--- src/rtl/ipb_pkg.sv ---
package ipb_pkg;
  localparam int DATA_W  = 32;
  localparam int PSTRIDE = 4;

  typedef enum logic [1:0] {
    SEL_FLAG = 2'd0,
    SEL_EN   = 2'd1,
    SEL_MODE = 2'd2,
    SEL_PRIO = 2'd3
  } ipb_sel_e;
endpackage

--- src/rtl/ipb_flags.sv ---
module ipb_flags #(
  parameter int NUM_SRC = 8
) (
  input  logic               clk,
  input  logic [NUM_SRC-1:0] evt_i,
  input  logic               wr_flag,
  input  logic               clr_only,
  input  logic [NUM_SRC-1:0] wd_flag,
  output logic [NUM_SRC-1:0] flag_q
);
  logic [NUM_SRC-1:0] flag_d;

  always_comb begin
    flag_d = flag_q;
    if (wr_flag) begin
      if (clr_only) flag_d = flag_q & ~wd_flag;
      else          flag_d = wd_flag;
    end
    flag_d = flag_d | evt_i;
  end

  // No reset term: software clears the flags after power-up.
  always_ff @(posedge clk) begin
    flag_q <= flag_d;
  end
endmodule

--- src/rtl/ipb_cfg.sv ---
module ipb_cfg #(
  parameter int NUM_SRC = 8,
  parameter int PRIO_W  = 3
) (
  input  logic                      clk,
  input  logic                      rst_n,
  input  logic                      wr_en,
  input  logic                      wr_mode,
  input  logic                      wr_prio,
  input  logic [NUM_SRC-1:0]        wd_en,
  input  logic                      wd_mode,
  input  logic [NUM_SRC*PRIO_W-1:0] wd_prio,
  output logic [NUM_SRC-1:0]        en_q,
  output logic                      mode_q,
  output logic [NUM_SRC*PRIO_W-1:0] prio_q
);
  logic [NUM_SRC-1:0]        en_d;
  logic                      mode_d;
  logic [NUM_SRC*PRIO_W-1:0] prio_d;

  always_comb begin
    en_d   = wr_en   ? wd_en   : en_q;
    mode_d = wr_mode ? wd_mode : mode_q;
  end

  for (genvar i = 0; i < NUM_SRC; i++) begin : g_prio
    assign prio_d[i*PRIO_W +: PRIO_W] =
      wr_prio ? wd_prio[i*PRIO_W +: PRIO_W] : prio_q[i*PRIO_W +: PRIO_W];
  end

  always_ff @(posedge clk or negedge rst_n) begin
    if (!rst_n) begin
      en_q   <= '0;
      mode_q <= 1'b1;
      prio_q <= '0;
    end else begin
      en_q   <= en_d;
      mode_q <= mode_d;
      prio_q <= prio_d;
    end
  end
endmodule

--- src/rtl/ipb_arb.sv ---
module ipb_arb #(
  parameter int NUM_SRC = 8,
  parameter int PRIO_W  = 3,
  parameter int LVL_W   = 4,
  parameter int SRC_W   = 3
) (
  input  logic [NUM_SRC-1:0]        flag_q,
  input  logic [NUM_SRC-1:0]        en_q,
  input  logic [NUM_SRC*PRIO_W-1:0] prio_q,
  input  logic [LVL_W-1:0]          cpu_level,
  output logic                      irq_req,
  output logic [LVL_W-1:0]          irq_level,
  output logic [SRC_W-1:0]          irq_src
);
  logic              hit;
  logic [PRIO_W-1:0] best_p;
  logic [SRC_W-1:0]  best_s;
  logic [PRIO_W-1:0] cand_p;

  // Ascending scan with strict compare: the lowest index keeps a tie.
  always_comb begin
    hit    = 1'b0;
    best_p = '0;
    best_s = '0;
    cand_p = '0;
    for (int i = 0; i < NUM_SRC; i++) begin
      cand_p = prio_q[i*PRIO_W +: PRIO_W];
      if (flag_q[i] && en_q[i] && (LVL_W'(cand_p) > cpu_level) &&
          (!hit || cand_p > best_p)) begin
        hit    = 1'b1;
        best_p = cand_p;
        best_s = SRC_W'(i);
      end
    end
  end

  assign irq_req   = hit;
  assign irq_level = hit ? LVL_W'(best_p) : '0;
  assign irq_src   = hit ? best_s : '0;
endmodule

--- src/rtl/intr_pend_bank.sv ---
module intr_pend_bank
  import ipb_pkg::*;
#(
  parameter int NUM_SRC = 8,
  parameter int PRIO_W  = 3,
  parameter int LVL_W   = 4,
  parameter int SRC_W   = (NUM_SRC > 1) ? $clog2(NUM_SRC) : 1
) (
  input  logic               clk,
  input  logic               rst_n,
  input  logic [NUM_SRC-1:0] evt_i,
  input  logic               bus_wr,
  input  logic [1:0]         bus_addr,
  input  logic [DATA_W-1:0]  bus_wdata,
  output logic [DATA_W-1:0]  bus_rdata,
  input  logic [LVL_W-1:0]   cpu_level,
  output logic               irq_req,
  output logic [LVL_W-1:0]   irq_level,
  output logic [SRC_W-1:0]   irq_src
);
  logic [1:0]                rst_q;
  logic                      rst_sync_n;
  logic [NUM_SRC-1:0]        flag_q;
  logic [NUM_SRC-1:0]        en_q;
  logic                      mode_q;
  logic [NUM_SRC*PRIO_W-1:0] prio_q;
  logic [NUM_SRC*PRIO_W-1:0] wd_prio;
  logic [DATA_W-1:0]         prio_rd;
  logic                      wr_flag, wr_en, wr_mode, wr_prio;
  logic                      unused_wd;

  always_ff @(posedge clk or negedge rst_n) begin
    if (!rst_n) rst_q <= 2'b00;
    else        rst_q <= {rst_q[0], 1'b1};
  end
  assign rst_sync_n = rst_q[1];

  always_comb begin
    wr_flag = bus_wr && (bus_addr == SEL_FLAG);
    wr_en   = bus_wr && (bus_addr == SEL_EN);
    wr_mode = bus_wr && (bus_addr == SEL_MODE);
    wr_prio = bus_wr && (bus_addr == SEL_PRIO);
  end

  always_comb begin
    wd_prio = '0;
    prio_rd = '0;
    for (int i = 0; i < NUM_SRC; i++) begin
      wd_prio[i*PRIO_W +: PRIO_W]  = bus_wdata[i*PSTRIDE +: PRIO_W];
      prio_rd[i*PSTRIDE +: PRIO_W] = prio_q[i*PRIO_W +: PRIO_W];
    end
  end

  assign unused_wd = ^bus_wdata;

  ipb_flags #(.NUM_SRC(NUM_SRC)) u_flags (
    .clk      (clk),
    .evt_i    (evt_i),
    .wr_flag  (wr_flag),
    .clr_only (mode_q),
    .wd_flag  (bus_wdata[NUM_SRC-1:0]),
    .flag_q   (flag_q)
  );

  ipb_cfg #(.NUM_SRC(NUM_SRC), .PRIO_W(PRIO_W)) u_cfg (
    .clk     (clk),
    .rst_n   (rst_sync_n),
    .wr_en   (wr_en),
    .wr_mode (wr_mode),
    .wr_prio (wr_prio),
    .wd_en   (bus_wdata[NUM_SRC-1:0]),
    .wd_mode (bus_wdata[0]),
    .wd_prio (wd_prio),
    .en_q    (en_q),
    .mode_q  (mode_q),
    .prio_q  (prio_q)
  );

  ipb_arb #(.NUM_SRC(NUM_SRC), .PRIO_W(PRIO_W), .LVL_W(LVL_W), .SRC_W(SRC_W)) u_arb (
    .flag_q    (flag_q),
    .en_q      (en_q),
    .prio_q    (prio_q),
    .cpu_level (cpu_level),
    .irq_req   (irq_req),
    .irq_level (irq_level),
    .irq_src   (irq_src)
  );

  always_comb begin
    unique case (bus_addr)
      SEL_FLAG: bus_rdata = DATA_W'(flag_q);
      SEL_EN:   bus_rdata = DATA_W'(en_q);
      SEL_MODE: bus_rdata = DATA_W'(mode_q);
      default:  bus_rdata = prio_rd;
    endcase
  end
endmodule

--- config.mk ---
export PLATFORM = sky130hd
export DESIGN_NAME = intr_pend_bank
export DESIGN_NICKNAME = d
export VERILOG_FILES = /design/src/rtl/ipb_pkg.sv /design/src/rtl/ipb_flags.sv /design/src/rtl/ipb_cfg.sv /design/src/rtl/ipb_arb.sv /design/src/rtl/intr_pend_bank.sv
export SDC_FILE = /design/constraint.sdc
export NUM_CORES = 1
export LEC_CHECK = 0
export ABC_AREA = 1
export BUFFER_PORTS_ARGS = -buffer_cell sky130_fd_sc_hd__buf_2
export CAP_MARGIN = 20
export CORE_MARGIN = 2
export CORE_UTILIZATION = 42
export DETAILED_ROUTE_END_ITERATION = 10
export HOLD_SLACK_MARGIN = 0.03
export PLACE_DENSITY = 0.73
export SLEW_MARGIN = 5
export SYNTH_ARGS = -nofsm -noshare
export SYNTH_HDL_FRONTEND = slang
export SYNTH_SLANG_ARGS = --single-unit
--- constraint.sdc ---
create_clock -name clk -period 12.9 [get_ports clk]
set_clock_uncertainty 0.2 [all_clocks]
set_input_delay 0.645 -clock clk [delete_from_list [all_inputs] [get_ports clk]]
set_output_delay 0.645 -clock clk [all_outputs]
set_load 0.005 [all_outputs]
# --- Word level (Yosys, flattened, before mapping) ---
# Cells that the tools add are included.
word_totals:
  register_bits: 43
  wordCells: 96
  in_bits: 49
classes:
  mux: 28
  reduce_logical: 42
  magnitude_cmp: 15
  bitwise: 3
  eq_ne: 3
op_table:
  columns: ["operator", "n"]
  rows:
  - ["$pmux 31 s3", 1]
  - ["$mux 3", 14]
  - ["$gt 3x4->1", 8]
  - ["$logic_and 1x1->1", 27]
  - ["$gt 3x3->1", 7]
  - ["$mux 8", 2]
  - ["$mux 1", 9]
  - ["$and 8x8->8", 1]
  - ["$not 8->8", 1]
  - ["$or 8x8->8", 1]
  - ["$logic_not 1->1", 7]
  - ["$logic_or 1x1->1", 7]
  - ["$eq 2x2->1 const B", 2]
  - ["$mux 2", 2]
  - ["$eq 2x1->1 const B", 1]
  - ["$logic_not 2->1", 1]

# --- Logic depth before layout (Yosys ltp) ---
# Gate-level depths: netlist of run 1.
logic_depth:
  depth_word: 32
  depth_mapped: 75
  depth_no_buf: 75

# --- Cells and area by module ---
# Synthesis of run 1 repeated with hierarchy kept, for this count alone.
unflattened:
  hier_cells: 579
  hier_area_um2: 3847.4
by_module_without_submodules:
  columns: ["mod", "area_per_inst_um2", "cells_per_inst", "seq_area_each_um2", "instances"]
  rows:
  - ["ipb_arb", 1641.6, 279, 0.0, 1]
  - ["ipb_cfg", 1321.3, 141, 827.0, 1]
  - ["intr_pend_bank", 447.9, 91, 50.0, 1]
  - ["ipb_flags", 436.7, 68, 160.2, 1]

# --- Worst setup path before layout of run 1 ---
# Ideal clock, no wire load.
synth_path:
  kind: "in2out"
  startpoint: "input port cpu_level[2]"
  endpoint: "output port irq_level[1]"
  setup_slack_ns: 3.980
  path_stages: 71
  n_path_buf: 0
  arrival_ns: 8.075
  cell_sequence: "inv_1 -> ha_1 -> nand2_1 -> inv_1 -> a21oi_4 -> nand2_4 -> clkinv_2 -> nand2_2 -> ha_1 -> a21oi_1 -> nand2_1 -> nand2_1 -> nand3_2 -> nand2_2 -> nand2_2 -> nand2_1 -> ha_1 -> a21oi_1 -> [... 35 more ...] -> nand2_1 -> o21ai_0 -> nand2_1 -> nand2_2 -> nand2_4 -> inv_1 -> nand2_1 -> and2_1 -> ha_1 -> a21oi_1 -> o21ai_0 -> nand2_1 -> nand2_1 -> nand2_1 -> inv_1 -> nand2_1 -> nand2_1 -> inv_1"
synth_between:
  elab_chain_len: 32
  elab_cells_between_ends: 61
synth_rtl:
  columns: ["element", "line_no", "rtl"]
  rows:
  - ["start: declaration", "intr_pend_bank.sv:16", "input logic [LVL_W-1:0] cpu_level,"]
  - ["$gt 3x4->1", "ipb_arb.sv:28", "if (flag_q[i] && en_q[i] && (LVL_W'(cand_p) > cpu_level) &&"]
  - ["$logic_and 1x1->1", "ipb_arb.sv:28", null]
  - ["$mux 3 / $mux 1 (equally long branches)", "ipb_arb.sv:28", null]
  - ["$gt 3x3->1 / $logic_not 1->1 (equally long branches)", "ipb_arb.sv:29", "(!hit || cand_p > best_p)) begin"]
  - ["$logic_or 1x1->1", "ipb_arb.sv:29", null]
  - ["$logic_and 1x1->1", "ipb_arb.sv:28", null]
  - ["$mux 3 / $mux 1 (equally long branches)", "ipb_arb.sv:28", null]
  - ["$gt 3x3->1 / $logic_not 1->1 (equally long branches)", "ipb_arb.sv:29", null]
  - ["[... 16 more ...]", null, null]
  - ["$logic_or 1x1->1", "ipb_arb.sv:29", null]
  - ["$logic_and 1x1->1", "ipb_arb.sv:28", null]
  - ["$mux 3 / $mux 1 (equally long branches)", "ipb_arb.sv:28", null]
  - ["$gt 3x3->1 / $logic_not 1->1 (equally long branches)", "ipb_arb.sv:29", null]
  - ["$logic_or 1x1->1", "ipb_arb.sv:29", null]
  - ["$logic_and 1x1->1", "ipb_arb.sv:28", null]
  - ["$mux 3 / $mux 1 (equally long branches)", "ipb_arb.sv:28", null]
  - ["$mux 3 (*)", "ipb_arb.sv:38", "assign irq_level = hit ? LVL_W'(best_p) : '0;"]
  - ["end: declaration", "intr_pend_bank.sv:18", "output logic [LVL_W-1:0] irq_level,"]
# Every way passes the cells marked *; elsewhere a longest branch is shown, timed or not.

# --- Worst setup path in the final report of run 1 ---
layout_path:
  startpoint: "input port cpu_level[2]"
  endpoint: "output port irq_src[1]"
layout_between:
  elab_chain_len: 32
  elab_cells_between_ends: 66
layout_rtl:
  columns: ["element", "line_no", "rtl"]
  rows:
  - ["$gt 3x4->1", "ipb_arb.sv:28", null]
  - ["$logic_and 1x1->1", "ipb_arb.sv:28", null]
  - ["$mux 3 / $mux 1 (equally long branches)", "ipb_arb.sv:28", null]
  - ["$gt 3x3->1 / $logic_not 1->1 (equally long branches)", "ipb_arb.sv:29", null]
  - ["$logic_or 1x1->1", "ipb_arb.sv:29", null]
  - ["$logic_and 1x1->1", "ipb_arb.sv:28", null]
  - ["$mux 3 / $mux 1 (equally long branches)", "ipb_arb.sv:28", null]
  - ["$gt 3x3->1 / $logic_not 1->1 (equally long branches)", "ipb_arb.sv:29", null]
  - ["[... 16 more ...]", null, null]
  - ["$logic_or 1x1->1", "ipb_arb.sv:29", null]
  - ["$logic_and 1x1->1", "ipb_arb.sv:28", null]
  - ["$mux 3 / $mux 1 (equally long branches)", "ipb_arb.sv:28", null]
  - ["$gt 3x3->1 / $logic_not 1->1 (equally long branches)", "ipb_arb.sv:29", null]
  - ["$logic_or 1x1->1", "ipb_arb.sv:29", null]
  - ["$logic_and 1x1->1", "ipb_arb.sv:28", null]
  - ["$mux 3 / $mux 1 (equally long branches)", "ipb_arb.sv:28", null]
  - ["$mux 3 (*)", "ipb_arb.sv:39", "assign irq_src = hit ? best_s : '0;"]
  - ["end: declaration", "intr_pend_bank.sv:19", "output logic [SRC_W-1:0] irq_src"]
# Marked as above.

==> key figures, run 1 <==
Status
  – Outcome: finished, final reports clean

STA
  – Final hold viol count: 0
  – Setup violators final: 0
  – Worst slew margin: 0.4359
  – RSZ-0062 raised after global routing: false
  – Final worst-path cycle share: 0.7902
  – Post-route setup TNS: 0 ps
  – Final Max Tran Viols: 0
  – Min Tclk post-route: 10,190 ps
  – Worst-Margin Slew: approximately 840 ps
  – Highest clock rate: about 0.098 GHz

Yosys
  – Mux share of post-synthesis cell area: 0.006030
  – Largest family of logic cells by synthesized area: simple AND/OR/NAND/NOR gates
  – Compound-cell area share of the yosys netlist: 0.1146
  – Synth Warn #: 0
  – Synthesized cell area: 0.003735 mm2
  – Avg Inst Size Synth: approximately 7.4 um2
  – XOR/XNOR Fraction of Synth Area: 0
  – Post-synthesis cell count: 502
  – Synth unique cells: 38
  – Post-synthesis register bit count: 43
  – Async SR Flop Fraction: 0.8140
  – Area share of fa/ha/maj cells after synthesis: 0.1508
  – Post-synth EDFFs: 0
  – Top FF cell, synth: dfrtp_1
  – Synth Area in Simple Gates: 0.3558
  – Register area share after synthesis: 0.2777

Floorplan
  – Die H: 98.30 um
  – Site Rows: 34
  – Initial Util: 0.4304
  – Die width: 98.30 um
  – CORE AREA: 0.008678 mm2
  – Die ar.: 0.009663 mm2
  – Boundary Pins: 89

Drt
  – DRC viols: 0
  – Initial drt markers: 131
  – Drt via density: 4.978
  – WL final: 9.217 mm
  – DR vias: 3,420
  – Final ANT Viol Nets: 0
  – DRT Pass-1 Iters: 4
  – WL per Instance: 13.42 um

Worst setup path
  – Critical-path top delay cell: ha_1
  – Worst Path Max Fanout: 8
  – Reg2reg end: u_flags.flag_q[5]
  – Worst path arrival time: 9350 ps
  – WP data required: 12,060 ps
  – Crit. End Element: output pin
  – Reg2reg path depth: 3
  – R2R setup slack: 11,620 ps
  – WS Path Type: input port to output pin
  – Worst path max stage delay: 330 ps
  – Reg-to-reg critical path startpoint: u_cfg.mode_q
  – Startpoint type of the worst setup path: input port
  – CP most frequent cell: nand2_1

Place
  – Port Buffers: between 70 and 80
  – Final HPWL DP: about 7.3 mm
  – Gpl congestion: ~0.83

Global routing
  – First-pass GRT wire length: 15.75 mm
  – Initial antenna violation count: 0
  – Largest net degree at the start of global routing: 49
  – Vias in the first global route: 3,396
  – GR Overflow Total: 0
  – Gr usage total: 0.1970

Pwr
  – Switching Power: around 210 uW
  – Sw Share: 0.4105
  – Leakage power: ~0.0024 uW
  – Pwr Density: between 100 and 150 mW/mm2
  – Combinational Power Share: 0.448
  – Cell internal pwr: approximately 300 uW
  – Worst vdd ir: 0.05423 mV
  – Seq pwr share: 0.327
  – Clk pwr share: 0.225

Clocking
  – H-tree Lvls: 2
  – Clk pin slew, worst setup/hold paths: 100 ps
  – Worst-Skew Late Latency: 310 ps
  – Sink Count: 43
  – Post-CTS Repair Setup Buffers: 0
  – TritonCTS clock tree: yes
  – Root Buffer: clkbuf_8
  – CTS buffer count: 5
  – CTS Buffer Depth: 2

Final layout
  – Fin util: 0.4986
  – Layout Area Growth over Synthesis: 15.85%
  – Nets: approximately 670
  – Antenna diode count: 0
  – Layout cells sized above 1: 0.2608

Worst hold path
  – Hold WC Path Type: flop to async pin

Flow run
  – Total of max-cap violations: 0
## synth_stat cells (2+ instances only)
cell        n  share of area
a21oi_1    29          0.039
a21oi_4     2         0.0087
a22o_1      2         0.0047
and2_1      6          0.010
and2_2      2         0.0040
buf_4       7          0.014
clkbuf_1    8         0.0080
conb_1      2         0.0020
dfrtp_1    34           0.23
dfxtp_1     8          0.043
ha_1       45           0.15
inv_1      63          0.063
inv_2       3         0.0030
inv_4       2         0.0033
mux2_2      2         0.0060
nand2_1   103           0.10
nand2_2    15          0.025
nand2_4     9          0.027
nand3_1    27          0.036
nand3_2    18          0.048
nand3_4     2         0.0094
nand3b_1   10          0.020
nand4_1     2         0.0033
nor2_1     50          0.050
nor2_2      3         0.0050
o211ai_1    3         0.0060
o21ai_0    33          0.044
o21ai_2     2         0.0047
## sequential cells by signal, indices dropped and copies added, names as in the netlist
register / cells
u_flags.flag_q: 8
rst_q: 2
u_cfg.en_q: 8
u_cfg.mode_q: 1
u_cfg.prio_q: 24
## layer usage
| metal | share of wire | track usage |
|---|---|---|
| met2 | 0.47 | 0.3380 |
| met5 | 0 | 0 |
| met3 | 0.039 | 0.02863 |
| met1 | 0.48 | 0.2630 |
| met4 | 0.0094 | 0.04426 |
## cell families after synthesis
family,after synthesis
buf+inv,84
simple gates,251
mux,2
other cells,2
fa+ha+maj,45
compound gates,75
flops,43
## worst max-delay path, delay by kind of cell
family / cells / cell delay [ps]
adder cells (fa/ha/maj): 8 / 2450
buffers and inverters: 11 / 1090
AO/OA/AOI/OAI: 13 / 1590
AND/OR/NAND/NOR: 39 / 3550
## repair_timing
item,4_1_cts,5_1_grt
hold buffers,1,0
resized for setup,0,0
hold endpoints to repair,2,0
## power groups by stage
stage	logic [uW]	clock network [uW]	registers, uW
final	234	117	171
after floorplan	172	0	169
after global placement	221	0	173
after global routing	270	123	174
after detailed placement	234	0	174
after CTS	235	118	171
## cell usage in the layout (no fill, tap or decap), types with 3 or more instances in the layout
cell type  Yosys  final
conb_1         2      8
nand2_1      103    103
and2_1         6      6
nand3b_1      10     10
o211ai_1       3      3
nand2_2       15     15
dfxtp_1        8      8
nor2_2         3      3
o21ai_0       33     33
ha_1          45     45
nor2_1        50     50
inv_1         63     63
dfrtp_1       34     34
buf_2          0     75
a21oi_1       29     29
inv_2          3      3
nand2_4        9      9
nand3_2       18     18
clkbuf_8       0      5
nand3_1       27     27
## per-stage QoR
stage | setup WS, ps | cells | total power, uW | instance area [um2] | hold slack (ps)
after floorplan | 3980 | 508 | 340.8 | 3757 | 131.2
after global placement | 3048 | 678 | 394.1 | 4200 | 84.25
after detailed placement | 2709 | 678 | 407.8 | 4200 | 94.89
after CTS | 2706 | 687 | 524.8 | 4327 | 94.55
after global routing | 1908 | 687 | 566.8 | 4327 | 131.4
final | 2706 | 687 | 522.8 | 4327 | 74.47
## worst max-delay path by stage
stage	start	cells past startpoint	to
2_1_floorplan	cpu_level[2]	71	irq_level[1]
3_3_place_gp	cpu_level[2]	72	irq_src[1]
3_5_place_dp	cpu_level[2]	73	irq_level[1]
4_1_cts	cpu_level[2]	73	irq_level[1]
5_1_grt	cpu_level[2]	71	irq_level[0]
6_report	cpu_level[2]	71	irq_src[1]
## final cells by class
| type | count | area (um2) |
|---|---|---|
| fillers | 843 | 4352 |
| multi-input cells | 381 | 2372 |
| flip-flops and latches | 43 | 1037 |
| repair buffers | 78 | 400.4 |
| inverters | 69 | 265.3 |
| well taps | 108 | 135.1 |
| clock buffers | 5 | 68.82 |
| clock inverters | 3 | 47.55 |
No activity file was read; power rests on OpenSTA's default activity.
==> run 2, diff against run 1 <==
--- a/config.mk
+++ b/config.mk
@@ -12,7 +12,7 @@
 export CORE_UTILIZATION = 42
 export DETAILED_ROUTE_END_ITERATION = 10
 export HOLD_SLACK_MARGIN = 0.03
-export PLACE_DENSITY = 0.73
+export PLACE_DENSITY = 0.76
 export SLEW_MARGIN = 5
 export SYNTH_ARGS = -nofsm -noshare
 export SYNTH_HDL_FRONTEND = slang
==> constraint.sdc (replaced) <==
create_clock -name clk -period 9.32 [get_ports clk]
set_clock_uncertainty 0.2 [all_clocks]
set_input_delay 0.466 -clock clk [delete_from_list [all_inputs] [get_ports clk]]
set_output_delay 0.466 -clock clk [all_outputs]
set_load 0.005 [all_outputs]
==> run 2 against run 1 <==
Net effect: routed wire length increased by 20%; flip-flop and latch count unchanged; sequential power up 43%; critical endpoint is now irq_src[2]; critical path depth is the same; final area grew 17%.
==> key figures, run 2 (same netlist as run 1, synthesis figures left out) <==
Status
  – Outcome: finished, final reports clean

Final layout
  – Layout Area Growth over Synthesis: 35.51%
  – Most common cell after layout, fill and taps aside: nand2_1
  – Layout cells sized above 1: 0.4095 (+0.1487)
  – Nets: 706 (+5.1%)
  – Antenna diode count: 0 (unchanged)
  – Biggest regs: u_cfg.prio_q: 24 flops, u_cfg.en_q: 8 flops, u_flags.flag_q: 8 flops
  – Max FFs per register: 24 (unchanged)
  – Fin util: 0.5832 (+0.08463)
  – Most frequent cells in the layout: nand2_1 (82), buf_2 (75), inv_1 (59), nor2_1 (50), buf_4 (36)
  – Reg with most FFs: u_cfg.prio_q

Place
  – Port Buffers: 75 (unchanged)
  – Final HPWL DP: 7.667 mm (+4.4%)
  – Gpl congestion: 0.8253 (-0.47%)

Global routing
  – Vias in the first global route: 3,669 (+8.0%)
  – Initial antenna violation count: 0 (unchanged)
  – Grt met2 use: 0.3710 (+0.03297)
  – GR Overflow Total: 0 (unchanged)
  – Gr usage total: 0.2125 (+0.01552)
  – GRT met1 Usage: 0.2733 (+0.01036)
  – First-pass GRT wire length: 16.97 mm (+7.8%)
  – Busiest grt layer: met2
  – Met3 Track Usage GR: 0.03508 (+0.006442)
  – Largest net degree at the start of global routing: 49 (unchanged)

Clocking
  – H-tree Lvls: 2 (unchanged)
  – Root Buffer: clkbuf_8
  – Worst-Skew Late Latency: 300 ps (about the same)
  – Clk pin slew, worst setup/hold paths: 100 ps (about the same)
  – TritonCTS clock tree: yes
  – CTS buffer count: 5 (unchanged)
  – CTS Buffer Depth: 2 (unchanged)
  – Sink Count: 43 (unchanged)

Pwr
  – Pwr Density: 171.1 mW/mm2 (+42%)
  – Total power: 866.1 uW (+66%)
  – Leakage power: 0.002675 uW (+9.7%)
  – Clk pwr share: 0.182 (-0.043)
  – Seq pwr share: 0.282 (-0.045)
  – Sw Share: 0.4164 (+0.005885)
  – Cell internal pwr: 505.5 uW (+64%)
  – Combinational Power Share: 0.537 (+0.089)
  – Worst vdd ir: 0.1010 mV (+86%)
  – Switching Power: 360.6 uW (+68%)

Drt
  – Initial drt markers: 215 (+64%)
  – WL final: 11.05 mm (+20%)
  – DRT Pass-1 Iters: 5 (+1)
  – WL per Instance: 15.33 um (+14%)
  – DRC viols: 0 (unchanged)
  – DR vias: 3,777 (+10%)
  – Final ANT Viol Nets: 0 (unchanged)
  – Drt via density: 5.239 (+5.2%)

Worst hold path
  – Hold WC Path Type: flop to async pin

STA
  – Final hold viol count: 0 (unchanged)
  – Final worst-path cycle share: 0.9727
  – Final Max Tran Viols: 0 (unchanged)
  – Min Tclk post-route: 9065 ps
  – Worst-Margin Slew: 842.0 ps (-2.060 ps)
  – Worst slew margin: 0.4373 (+0.001376)
  – Setup violators final: 0 (unchanged)
  – Highest clock rate: 0.1103 GHz

Floorplan
  – CORE AREA: 0.008678 mm2 (unchanged)
  – Die H: 98.30 um (unchanged)
  – Die ar.: 0.009663 mm2 (unchanged)
  – Site Rows: 34 (unchanged)
  – Die width: 98.30 um (unchanged)
  – Initial Util: 0.4304 (unchanged)
  – Boundary Pins: 89 (unchanged)

Worst setup path
  – Worst Path Max Fanout: 6 (-2)
  – Worst path max stage delay: 460 ps (+130 ps)
  – Critical-path top delay cell: dfrtp_2
  – WS Path Type: flop to output pin
  – Worst path arrival time: 8400 ps (-950 ps)
  – Startpoint type of the worst setup path: flop
  – CP most frequent cell: nand2_2
  – Crit. End Element: output pin
  – WP data required: 8650 ps (-3410 ps)

Flow run
  – Total of max-cap violations: 0 (unchanged)
run 2: cell types whose count changed in the layout (fill, tap and decap cells not counted), moves of 8 or more:
cell	previous run	this run
nand2_4	9	18
nand2_2	15	27
and2_4	0	8
ha_4	0	18
nand2_1	103	82
buf_4	2	36
ha_1	45	27
nand3_4	2	10
run 2: what timing repair did:
item | 4_1_cts | 5_1_grt
endpoints found under the setup margin | 6 | 6
hold buffers | 1 | 0
endpoints found under the hold margin | 2 | 0
resized for setup | 14 | 83
pin swaps | 4 | 31
buffers inserted | 4 | 9
run 2: per-layer routing:
metal  vias to the layer above  share of wire
li1                       1842              -
met1                      1796           0.42
met2                       118           0.51
met3                        21          0.051
met4                         0          0.021
met5                         -              0
run 2: final cells by class:
cell class | count | area (um2)
clock buffer | 6 | 72.57
clock inverter | 2 | 37.54
fill | 757 | 3617
inverter | 69 | 276.5
multi-input combinational | 381 | 2845
sequential | 43 | 1039
tap | 108 | 135.1
timing repair buffer | 112 | 655.6
run 2: power groups by stage:
stage | Sequential (uW) | Clock [uW] | Combinational, uW
2_1_floorplan | 234 | 0 | 238
3_3_place_gp | 239 | 0 | 319
3_5_place_dp | 241 | 0 | 339
4_1_cts | 238 | 158 | 361
5_1_grt | 246 | 166 | 516
6_report | 244 | 157 | 465
run 2: per-stage QoR:
stage	hold slack (ps)	TNS, ps	setup slack, ps	cells	instance area (um2)
2_1_floorplan	-29.59	0	757.7	508	3757
3_5_place_dp	51.93	-414.7	-84.10	699	4358
3_3_place_gp	50.38	0	266.8	699	4358
4_1_cts	91.20	0	14.73	712	4611
5_1_grt	139.1	-1209	-221.8	721	5061
6_report	69.95	0	254.8	721	5061
run 2: worst paths after layout:
path,startpoint,endpoint,slack (ps),depth (start not counted)
hold reg to reg,rst_q[1],u_cfg.en_q[4],70,1
min in group clk,evt_i[6],u_flags.flag_q[6],140,2
hold / removal,rst_q[1],u_cfg.en_q[4],70,1
max in group asynchronous,rst_q[1],u_cfg.mode_q,8490,1
setup / recovery,u_cfg.prio_q[1],irq_src[2],250,71
setup reg to reg,u_cfg.mode_q,u_flags.flag_q[7],8050,4
run 2: worst max-delay path: cells and delay by family (launching register included):
family                   cells  cell delay [ps]
flip-flops                   1              460
AND/OR/NAND/NOR             46             3820
adder cells (fa/ha/maj)      8             2120
AO/OA/AOI/OAI                8              900
buffers and inverters        9              770
